### src/rtl/mbox_pkg.sv
package mbox_pkg;

    localparam int MBX_QUEUES = 4;
    localparam int MBX_USERS  = 4;
    localparam int MBX_DEPTH  = 4;
    localparam int MBX_DW     = 32;
    localparam int MBX_AW     = 9;
    localparam int MBX_IDX_W  = 4;

    localparam logic [3:0] MBX_REV_MAJOR = 4'd2;
    localparam logic [3:0] MBX_REV_MINOR = 4'd1;

    localparam logic [MBX_AW-1:0] MBX_MSG_BASE  = 9'h040;
    localparam logic [MBX_AW-1:0] MBX_FULL_BASE = 9'h080;
    localparam logic [MBX_AW-1:0] MBX_CNT_BASE  = 9'h0C0;
    localparam logic [MBX_AW-1:0] MBX_USR_BASE  = 9'h100;

    typedef enum logic [2:0] {
        RG_NONE,
        RG_REV,
        RG_MSG,
        RG_FULL,
        RG_CNT,
        RG_STAT,
        RG_EN
    } reg_kind_e;

    typedef struct packed {
        reg_kind_e              kind;
        logic [MBX_IDX_W-1:0]   idx;
    } reg_sel_t;

    // Map a byte offset onto a register kind and an index.
    function automatic reg_sel_t mbx_decode(input logic [MBX_AW-1:0] a,
                                            input int nq, input int nu);
        reg_sel_t r;
        r.kind = RG_NONE;
        r.idx  = a[5:2];
        if (a[1:0] == 2'b00) begin
            case (a[8:6])
                3'd0: if (a[5:2] == 4'd0) r.kind = RG_REV;
                3'd1: if (int'(a[5:2]) < nq) r.kind = RG_MSG;
                3'd2: if (int'(a[5:2]) < nq) r.kind = RG_FULL;
                3'd3: if (int'(a[5:2]) < nq) r.kind = RG_CNT;
                3'd4: begin
                    r.idx = {2'b00, a[4:3]};
                    if (!a[5] && int'(a[4:3]) < nu)
                        r.kind = a[2] ? RG_EN : RG_STAT;
                end
                default: r.kind = RG_NONE;
            endcase
        end
        return r;
    endfunction

endpackage

### src/rtl/mbox_fifo.sv
module mbox_fifo #(
    parameter int DEPTH = 4,
    parameter int DW    = 32,
    parameter int CW    = $clog2(DEPTH + 1)
) (
    input  logic          clk,
    input  logic          rst,
    input  logic          push,
    input  logic          pop,
    input  logic [DW-1:0] wdata,
    output logic [DW-1:0] head,
    output logic [CW-1:0] count,
    output logic          full,
    output logic          push_ok,
    output logic          pop_was_full
);
    localparam int PW = (DEPTH > 1) ? $clog2(DEPTH) : 1;

    logic [DW-1:0] mem [DEPTH];
    logic [PW-1:0] wr_ptr, rd_ptr;
    logic [CW-1:0] cnt;
    logic          pop_ok;

    function automatic logic [PW-1:0] nxt(input logic [PW-1:0] p);
        return (p == PW'(DEPTH - 1)) ? '0 : p + 1'b1;
    endfunction

    assign full         = (cnt == CW'(DEPTH));
    assign push_ok      = push && !full;
    assign pop_ok       = pop && (cnt != '0);
    assign pop_was_full = pop_ok && full;
    assign head         = (cnt != '0) ? mem[rd_ptr] : '0;
    assign count        = cnt;

    always_ff @(posedge clk) begin
        if (push_ok) mem[wr_ptr] <= wdata;
    end

    always_ff @(posedge clk) begin
        if (rst) begin
            wr_ptr <= '0;
            rd_ptr <= '0;
            cnt    <= '0;
        end else begin
            if (push_ok) wr_ptr <= nxt(wr_ptr);
            if (pop_ok)  rd_ptr <= nxt(rd_ptr);
            if (push_ok && !pop_ok)      cnt <= cnt + 1'b1;
            else if (pop_ok && !push_ok) cnt <= cnt - 1'b1;
        end
    end
endmodule

### src/rtl/mbox_user_regs.sv
module mbox_user_regs #(
    parameter int EVW = 8
) (
    input  logic           clk,
    input  logic           rst,
    input  logic [EVW-1:0] ev,
    input  logic           wr_stat,
    input  logic           wr_en,
    input  logic [EVW-1:0] wdata,
    output logic [EVW-1:0] stat,
    output logic [EVW-1:0] en,
    output logic           irq
);
    logic [EVW-1:0] clr;

    assign clr = wr_stat ? wdata : '0;

    always_ff @(posedge clk) begin
        if (rst) begin
            stat <= '0;
            en   <= '0;
            irq  <= 1'b0;
        end else begin
            stat <= (stat & ~clr) | ev;
            if (wr_en) en <= wdata;
            irq  <= |(stat & en);
        end
    end
endmodule

### src/rtl/mbox_hub.sv
module mbox_hub
    import mbox_pkg::*;
#(
    parameter int NUM_Q = MBX_QUEUES,
    parameter int NUM_U = MBX_USERS,
    parameter int DEPTH = MBX_DEPTH,
    parameter int DW    = MBX_DW
) (
    input  logic              clk,
    input  logic              rst,
    input  logic              bus_sel,
    input  logic              bus_wr,
    input  logic [MBX_AW-1:0] bus_addr,
    input  logic [DW-1:0]     bus_wdata,
    output logic [DW-1:0]     bus_rdata,
    output logic [NUM_U-1:0]  irq_o
);
    localparam int CW  = $clog2(DEPTH + 1);
    localparam int EVW = 2 * NUM_Q;
    localparam int QIW = (NUM_Q > 1) ? $clog2(NUM_Q) : 1;
    localparam int UIW = (NUM_U > 1) ? $clog2(NUM_U) : 1;

    reg_sel_t                     sel;
    logic                         acc_wr, acc_rd;
    logic [NUM_Q-1:0][DW-1:0]     q_head;
    logic [NUM_Q-1:0][CW-1:0]     q_count;
    logic [NUM_Q-1:0]             q_full, q_push_ok, q_pop_full;
    logic [EVW-1:0]               ev;
    logic [NUM_U-1:0][EVW-1:0]    stat_q, en_q;
    logic [QIW-1:0]               qi;
    logic [UIW-1:0]               ui;
    logic [DW-1:0]                rd_val;

    assign sel    = mbx_decode(bus_addr, NUM_Q, NUM_U);
    assign acc_wr = bus_sel && bus_wr;
    assign acc_rd = bus_sel && !bus_wr;
    assign qi     = sel.idx[QIW-1:0];
    assign ui     = sel.idx[UIW-1:0];

    for (genvar m = 0; m < NUM_Q; m++) begin : g_q
        logic hit;
        assign hit = (sel.kind == RG_MSG) && (sel.idx == MBX_IDX_W'(m));
        mbox_fifo #(.DEPTH(DEPTH), .DW(DW), .CW(CW)) u_fifo (
            .clk          (clk),
            .rst          (rst),
            .push         (acc_wr && hit),
            .pop          (acc_rd && hit),
            .wdata        (bus_wdata),
            .head         (q_head[m]),
            .count        (q_count[m]),
            .full         (q_full[m]),
            .push_ok      (q_push_ok[m]),
            .pop_was_full (q_pop_full[m])
        );
        assign ev[2*m]   = q_push_ok[m];
        assign ev[2*m+1] = q_pop_full[m];
    end

    for (genvar u = 0; u < NUM_U; u++) begin : g_u
        logic me;
        assign me = (sel.idx == MBX_IDX_W'(u));
        mbox_user_regs #(.EVW(EVW)) u_regs (
            .clk     (clk),
            .rst     (rst),
            .ev      (ev),
            .wr_stat (acc_wr && me && sel.kind == RG_STAT),
            .wr_en   (acc_wr && me && sel.kind == RG_EN),
            .wdata   (bus_wdata[EVW-1:0]),
            .stat    (stat_q[u]),
            .en      (en_q[u]),
            .irq     (irq_o[u])
        );
    end

    always_comb begin
        rd_val = '0;
        case (sel.kind)
            RG_REV:  rd_val = DW'({MBX_REV_MAJOR, MBX_REV_MINOR});
            RG_MSG:  rd_val = q_head[qi];
            RG_FULL: rd_val = DW'(q_full[qi]);
            RG_CNT:  rd_val = DW'(q_count[qi]);
            RG_STAT: rd_val = DW'(stat_q[ui]);
            RG_EN:   rd_val = DW'(en_q[ui]);
            default: rd_val = '0;
        endcase
    end

    always_ff @(posedge clk) begin
        if (rst)         bus_rdata <= '0;
        else if (acc_rd) bus_rdata <= rd_val;
    end
endmodule

### config.mk
export PLATFORM = sky130hd
export DESIGN_NAME = mbox_hub
export DESIGN_NICKNAME = d
export VERILOG_FILES = /design/src/rtl/mbox_pkg.sv /design/src/rtl/mbox_fifo.sv /design/src/rtl/mbox_user_regs.sv /design/src/rtl/mbox_hub.sv
export SDC_FILE = /design/constraint.sdc
export NUM_CORES = 1
export LEC_CHECK = 0
export BUFFER_PORTS_ARGS = -buffer_cell sky130_fd_sc_hd__buf_2
export CELL_PAD_IN_SITES_DETAIL_PLACEMENT = 0
export CELL_PAD_IN_SITES_GLOBAL_PLACEMENT = 1
export CORE_MARGIN = 8
export CORE_UTILIZATION = 25
export CTS_BUF_LIST = sky130_fd_sc_hd__clkbuf_4
export DETAILED_ROUTE_END_ITERATION = 10
export GPL_TIMING_DRIVEN = 0
export PLACE_DENSITY = 0.4
export SETUP_SLACK_MARGIN = 0.2
export SLEW_MARGIN = 20
export SYNTH_ARGS = -nofsm -noshare
export SYNTH_HDL_FRONTEND = slang
export SYNTH_SLANG_ARGS = --single-unit
### constraint.sdc
create_clock -name clk -period 9.4 [get_ports clk]
set_input_delay 0.47 -clock clk [delete_from_list [all_inputs] [get_ports clk]]
set_output_delay 0.47 -clock clk [all_outputs]
set_load 0.05 [all_outputs]
==> results.yml, run 1 <==
route:
  dr.first_iter.drc_count: 1077
  drtAntennaViolNets: 0
  wire_per_inst_um: 25.3
  vias: 16500
  firstDrtPassIters: 5
  viasPerCell: 4.65
  drc: 0
  wirelength_mm: 90.0
place:
  gp_congestion: 0.824
  post-dp-hpwl_mm: 59.0
  placed_cell_area_mm2: 0.0287
  io_buffers: 77
  placed_cells: 3167
sta:
  final_hold_viol_count: 0
  rsz0062_at_grt: "false"
  fin_worst_skew_ps: 70.4
  slew_violations: 0
  fin_tns_setup_ps: 0
  relSlewSlack: 0.280
  setup_viol: 0
  fin_crit_ps: 3820
  fmax_ghz: 0.262
  worstMarginPinSlew_ps: 1070
  fin_crit_sh: 0.407
yosys:
  synth_edf_count: 512
  ys_ff_latch: 648
  synth-xor-area-share: 0.00300
  yosys-top-cells-area: "edfxtp_1 58%, mux4_2 11%, dfxtp_1 10%"
  ys_types: 67
  synth_ff_type: "edfxtp_1"
  synth_common_cells: "512 x edfxtp_1, 149 x nor2_1, 136 x dfxtp_1"
  synth.area.mux_share: 0.135
  yosys.area.top_type: "edfxtp_1"
  synth-compound-area-share: 0.0677
  synthesis.nets: 1760
  synthArstFlopShare: 0
  synthCells: 1687
  ys_seq_area_frac: 0.688
  avgSynthCellArea_um2: 15.6
  synth_top_area_frac: 0.585
  yosys_warnings: 0
  synthesis.area_mm2: 0.0263
  synth_most_common_cell: "edfxtp_1"
  synthSimpleGateAreaFrac: 0.0710
  synth_top_family_by_area: "multiplexers"
  synth-adder-area-share: 0.0145
cts:
  cts_resized: 0
  clockBufferDepth: 3
  post-cts-setup-buffers: 0
  cts_max_level: 4
  cts_buffers: 191
  cts.clk_slew.worst_paths_ps: 60
  insertion_delay_ps: 1030
  cts_sinks: 648
  cts_root_buffer: "clkbuf_4"
  tritoncts: "yes"
floorplan:
  rows: 119
  fp.dieH_um: 340
  ios: 81
  start_util: 0.251
  fp.dieW_um: 340
  fp.coreArea_mm2: 0.105
  die_area_mm2: 0.116
worst_setup_path:
  r2r_cells: 11
  critical_path_class: "primary input to register"
  required_ps: 10290
  critPathArrivalTime_ps: 4710
  crit_path_top_delay_cell: "nor4_4"
  worstPathCellList: "buf_2 > buf_2 > o21bai_1 > a32o_1 > nor4_4 > nand2_1 > nor3_2 > buf_2 > ha_1 > inv_1 > fa_1 > xor2_1 > or3_1 > a21oi_1"
  worstPathMaxFanout: 10
  reg2reg_from: "g_q[1].u_fifo.count[1]"
  timing.rr.end: "g_q[1].u_fifo.count[2]"
  crit_path_start_kind: "primary input"
  cpPeakStageDelay_ps: 900
  cp_common_cell: "buf_2"
  worstSetupEndpointType: "register"
  r2r_slack_ps: 5580
flow_run:
  drv_cap: 0
cells_and_area:
  area_growth_pct: 20.2
  utilization: 0.302
  final-seq-area_mm2: 0.0181
  nets: 2075
  fin_cells: 3556
  multi_input_area_mm2: 0.00769
  fillers: 10600
  finalInstanceArea_mm2: 0.0316
  layout-drive-gt1-share: 0.281
pwr:
  ir_worst_vdd_mv: 0.0756
  p_per_area_mw_per_mm2: 190
  internal_power_mw: 4.62
  swShare: 0.230
  p_clk_frac: 0.457
  p_leak_nw: 10.3
  p_sw_mw: 1.38
  seq_power_share: 0.514
  power.share.combinational: 0.029
grt:
  grt.total_usage: 0.155
  grt-ovfl-total: 0
  grt_pass1_wl_mm: 129
  antenna_found_initial: 4
  grt_max_degree: 33
  grt_pass1_vias: 17500
min_path:
  hold_depth: 5
  hp-class: "primary input to register"
  min_from: "bus_addr[2]"
  hold_path_end: "bus_rdata[1]"
status:
  outcome: "complete, no violations"
-- per-stage QoR --
stage | hold WS [ps] | setup slack (ps) | power [mW]
detailed placement | 463 | 4570 | 3.32
global route | 138 | 5290 | 6.28
CTS | 56.8 | 5420 | 6.13
finish | 230 | 5580 | 6.01
global placement | 473 | 3550 | 3.31
floorplan | 471 | 5940 | 3.21
-- sequential cells by signal, indices dropped and copies added, names as in the netlist, named ones only --
register	count
g_q.u_fifo.count	12
g_q.u_fifo.wr_ptr	8
g_u.u_regs.irq	4
g_u.u_regs.en	32
g_q.u_fifo.rd_ptr	8
bus_rdata	32
g_u.u_regs.stat	32
g_q.u_fifo.mem	512
-- placed cells by master, fill, tap and decap left out, types with 24 or more instances in the layout --
cell	count
edfxtp_1	512
clkbuf_4	291
nor2_1	149
dfxtp_1	136
mux4_2	128
nand2_1	115
a21oi_1	115
buf_2	99
clkbuf_1	72
mux2i_1	57
clkinv_1	47
nand3_1	40
o211ai_1	33
dlygate4sd3_1	33
a32oi_1	25
o21ai_0	24
ha_1	24
-- repair_timing --
item                                    4_1_cts  5_1_grt
endpoints found under the hold margin       513        0
endpoints found under the setup margin        0        0
hold buffers                                 33        0
-- layer usage --
layer	GRT usage	routed length (um)	up-vias
met5	0	12	-
met4	0.0519	1930	2
met3	0.0333	4240	111
met2	0.256	43800	467
met1	0.200	40000	8562
li1	-	-	7403
-- layout make-up --
| type | instances | area share |
|---|---|---|
| Tap cell | 1391 | 0.0551 |
| Sequential cell | 648 | 0.573 |
| Buffer | 116 | 0.0158 |
| Multi-Input combinational cell | 907 | 0.243 |
| Clock buffer | 291 | 0.0691 |
| Inverter | 16 | 0.00190 |
| Timing Repair Buffer | 122 | 0.0306 |
| Antenna cell | 5 | 0.000396 |
| Clock inverter | 60 | 0.0112 |
-- worst max path at each step --
stage | to | slack [ps] | startpoint
finish | g_q[3].u_fifo.count[2] | 5580 | bus_addr[4]
global route | g_u[0].u_regs.stat[3] | 5290 | g_q[1].u_fifo.count[0]
CTS | g_q[1].u_fifo.count[2] | 5420 | g_q[1].u_fifo.count[1]
detailed placement | g_q[3].u_fifo.count[2] | 4570 | bus_addr[4]
global placement | g_q[1].u_fifo.mem[3][16] | 3550 | bus_addr[4]
floorplan | g_q[3].u_fifo.count[2] | 5940 | bus_addr[7]
-- power groups by stage --
stage                     Clock (mW)  Sequential (mW)  Combinational [mW]
after global placement             0             3.15               0.166
after CTS                       2.86             3.09               0.179
after detailed placement           0             3.15               0.167
final                           2.74             3.09               0.174
after global routing            3.01             3.08               0.190
after floorplan                    0             3.15              0.0636
-- kinds of logic after synthesis --
logic type	count (synthesis)
compound gates	277
xor+xnor	9
fa+ha+maj	28
buf+inv	132
flops	648
mux	193
simple gates	400
-- critical path: cells and delay by family --
| family | cells | cell delay, ps |
|---|---|---|
| AND/OR/NAND/NOR | 4 | 2070 |
| buffers and inverters | 4 | 800 |
| adder cells (fa/ha/maj) | 2 | 630 |
| AO/OA/AOI/OAI | 3 | 540 |
| XOR/XNOR | 1 | 170 |
(Power assumes the default switching activity.)
==> run 2, diff against run 1 <==
--- a/config.mk
+++ b/config.mk
@@ -5,6 +5,7 @@
 export SDC_FILE = /design/constraint.sdc
 export NUM_CORES = 1
 export LEC_CHECK = 0
+export ABC_AREA = 1
 export BUFFER_PORTS_ARGS = -buffer_cell sky130_fd_sc_hd__buf_2
 export CELL_PAD_IN_SITES_DETAIL_PLACEMENT = 0
 export CELL_PAD_IN_SITES_GLOBAL_PLACEMENT = 1
@@ -13,7 +14,7 @@
 export CTS_BUF_LIST = sky130_fd_sc_hd__clkbuf_4
 export DETAILED_ROUTE_END_ITERATION = 10
 export GPL_TIMING_DRIVEN = 0
-export PLACE_DENSITY = 0.4
+export PLACE_DENSITY = 0.41
 export SETUP_SLACK_MARGIN = 0.2
 export SLEW_MARGIN = 20
 export SYNTH_ARGS = -nofsm -noshare
==> constraint.sdc (replaced) <==
create_clock -name clk -period 3.8 [get_ports clk]
set_input_delay 0.19 -clock clk [delete_from_list [all_inputs] [get_ports clk]]
set_output_delay 0.19 -clock clk [all_outputs]
set_load 0.05 [all_outputs]
==> results.yml, run 2 <==
sta:
  final_hold_viol_count: 0
  slew_violations: 0
  fin_worst_skew_ps: 60.1
  worstMarginPinSlew_ps: 1140
  timing.final.ws_setup_ps: 398
  relSlewSlack: 0.239
  fin_crit_ps: 3400
  fmax_ghz: 0.294
  hold_ws_ps: 168
  setup_viol: 0
  rsz0062_at_grt: "false"
  fin_crit_sh: 0.895
route:
  firstDrtPassIters: 7
  drtAntennaViolNets: 0
  wirelength_mm: 108
  drc: 0
  dr.first_iter.drc_count: 1347
  viasPerCell: 4.67
  vias: 20800
  wire_per_inst_um: 24.3
pwr:
  p_leak_nw: 11.7
  p_sw_mw: 3.45
  p_clk_frac: 0.442
  ir_worst_vdd_mv: 0.188
  power.share.combinational: 0.036
  p_per_area_mw_per_mm2: 441
  seq_power_share: 0.522
  swShare: 0.236
  internal_power_mw: 11.2
cells_and_area:
  fillers: 11100
  layout-drive-gt1-share: 0.163
  final_cell_mix: "563 x nand2_1, 512 x edfxtp_1, 296 x nand3_1, 283 x clkbuf_4, 239 x a21oi_1"
  area_growth_pct: 22.9
  layout_commonest_cell: "nand2_1"
  largest_register: "g_q.u_fifo.mem"
  nets: 2988
  finalInstanceArea_mm2: 0.0332
  largest_reg_flops: 512
cts:
  cts.clk_slew.worst_paths_ps: 60
  tritoncts: "yes"
  insertion_delay_ps: 1060
  cts_buffers: 190
  cts_root_buffer: "clkbuf_4"
  cts_max_level: 4
  clockBufferDepth: 3
  cts_sinks: 648
yosys:
  synth_edf_count: 512
  synthSimpleGateAreaFrac: 0.167
  synth_ff_type: "edfxtp_1"
  synth-adder-area-share: 0.0141
  ys_ff_latch: 648
  synthesis.nets: 2592
  synth-compound-area-share: 0.104
  synth_common_cells: "563 x nand2_1, 512 x edfxtp_1, 296 x nand3_1"
  synth_top_family_by_area: "simple AND/OR/NAND/NOR gates"
  synth.area.mux_share: 0
  synth-xor-area-share: 0.000324
  synth_most_common_cell: "nand2_1"
  avgSynthCellArea_um2: 10.7
  yosys-top-cells-area: "edfxtp_1 57%, dfxtp_1 10%, nand2_1 7.8%"
  synthArstFlopShare: 0
  ys_seq_area_frac: 0.670
  synthesis.area_mm2: 0.0270
  yosys.area.top_type: "edfxtp_1"
  synthCells: 2519
  yosys_warnings: 0
  synth_top_area_frac: 0.569
  ys_types: 39
worst_setup_path:
  crit_path_start_kind: "primary input"
  worstPathMaxFanout: 21
  required_ps: 4510
  worstSetupEndpointType: "register"
  critPathArrivalTime_ps: 4120
  critical_path_class: "primary input to register"
grt:
  grt-ovfl-total: 0
  grt.total_usage: 0.181
  grt_pass1_vias: 21100
  antenna_found_initial: 7
  grt_max_degree: 22
  grt_pass1_wl_mm: 152
min_path:
  hp-class: "primary input to register"
place:
  io_buffers: 78
  placed_cell_area_mm2: 0.0298
  gp_congestion: 0.798
  post-dp-hpwl_mm: 75.7
  dpl_worst_slack_ps: 94.2
floorplan:
  start_util: 0.252
  fp.coreArea_mm2: 0.107
  die_area_mm2: 0.119
  fp.dieH_um: 345
  rows: 120
  ios: 81
  fp.dieW_um: 345
flow_run:
  drv_cap: 0
status:
  outcome: "complete, no violations"
run 2: changes by cell type in the layout (fill, tap and decap cells not counted), sizes merged, moves of 25 or more:
cell,change
nand3,+260
a21oi,+125
nand4,+30
nor2,-28
buf,+38
inv,+125
mux4,-128
a32oi,-25
nand2,+453
o21ai,+179
o211ai,-33
dlygate4sd3,+52
mux2i,-57
run 2: metal layers:
layer  GRT usage  part of all wire  vias up
met4      0.0759             0.036        0
li1            -                 -     9816
met1       0.225              0.43    10200
met5           0                 0        -
met2       0.305              0.48      579
met3      0.0362             0.049      199
run 2: layout make-up:
| class | count | area [um2] | area share |
|---|---|---|---|
| Multi-Input combinational cell | 1576 | 7860 | 0.237 |
| Antenna cell | 6 | 15.0 | 0.000452 |
| Tap cell | 1403 | 1760 | 0.0529 |
| Sequential cell | 648 | 18100 | 0.545 |
| Clock inverter | 35 | 180 | 0.00543 |
| Inverter | 145 | 544 | 0.0164 |
| Buffer | 150 | 648 | 0.0195 |
| Clock buffer | 283 | 2120 | 0.0640 |
| Timing Repair Buffer | 204 | 1970 | 0.0595 |
run 2: cell families (layout without fill, tap and decap cells):
logic type | Yosys count | after routing
xor+xnor | 1 | 1
other cells | 0 | 6
simple gates | 1032 | 1032
flops | 648 | 648
buf+inv | 295 | 817
compound gates | 515 | 515
fa+ha+maj | 28 | 28
run 2: worst paths after layout:
kind                                    start                  endpoint  slack (ps)  cells past startpoint
worst max-delay path              bus_addr[5]   g_q[3].u_fifo.mem[1][9]         400                     13
worst min-delay path            bus_wdata[12]  g_q[2].u_fifo.mem[3][12]         170                      2
worst max register to register       register             bus_rdata[31]         480                      9
worst min register to register   bus_rdata[4]              bus_rdata[4]         460                      2
run 2: power by group through the flow:
| stage | sequential [mW] | clock (mW) | combinational, mW |
|---|---|---|---|
| 6_report | 7.64 | 6.46 | 0.533 |
| 5_1_grt | 7.63 | 7.08 | 0.577 |
| 4_1_cts | 7.64 | 6.74 | 0.545 |
| 3_3_place_gp | 7.79 | 0 | 0.471 |
| 2_1_floorplan | 7.80 | 0 | 0.165 |
| 3_5_place_dp | 7.79 | 0 | 0.475 |
run 2: per-stage QoR:
step                total power, mW  TNS [ps]  utilization  std cells
finish                         14.6         0        0.310       4450
global route                   15.3         0        0.310       4448
CTS                            14.9         0        0.308       4426
detailed placement             8.26         0        0.278       4023
global placement               8.26  -1090680        0.272       4000
floorplan                      7.96         0            -       2519
run 2: worst max-delay path, cell delays in order:
cell and delay, ps:
dlygate4sd3_1 530, buf_2 150, nor2_1 230, nand2_1 110, o21ai_1 230, nand3_2 90, dlygate4sd3_1 620, nor2_4 240
inv_2 240, nor3_2 430, inv_1 270, nor2_4 480, buf_12 250
run 2: what timing repair did:
item,in CTS,in global routing
hold buffers,85,0
setup endpoints to repair,0,154
setup buffers,0,18
resized for setup,0,8
hold endpoints to repair,615,0
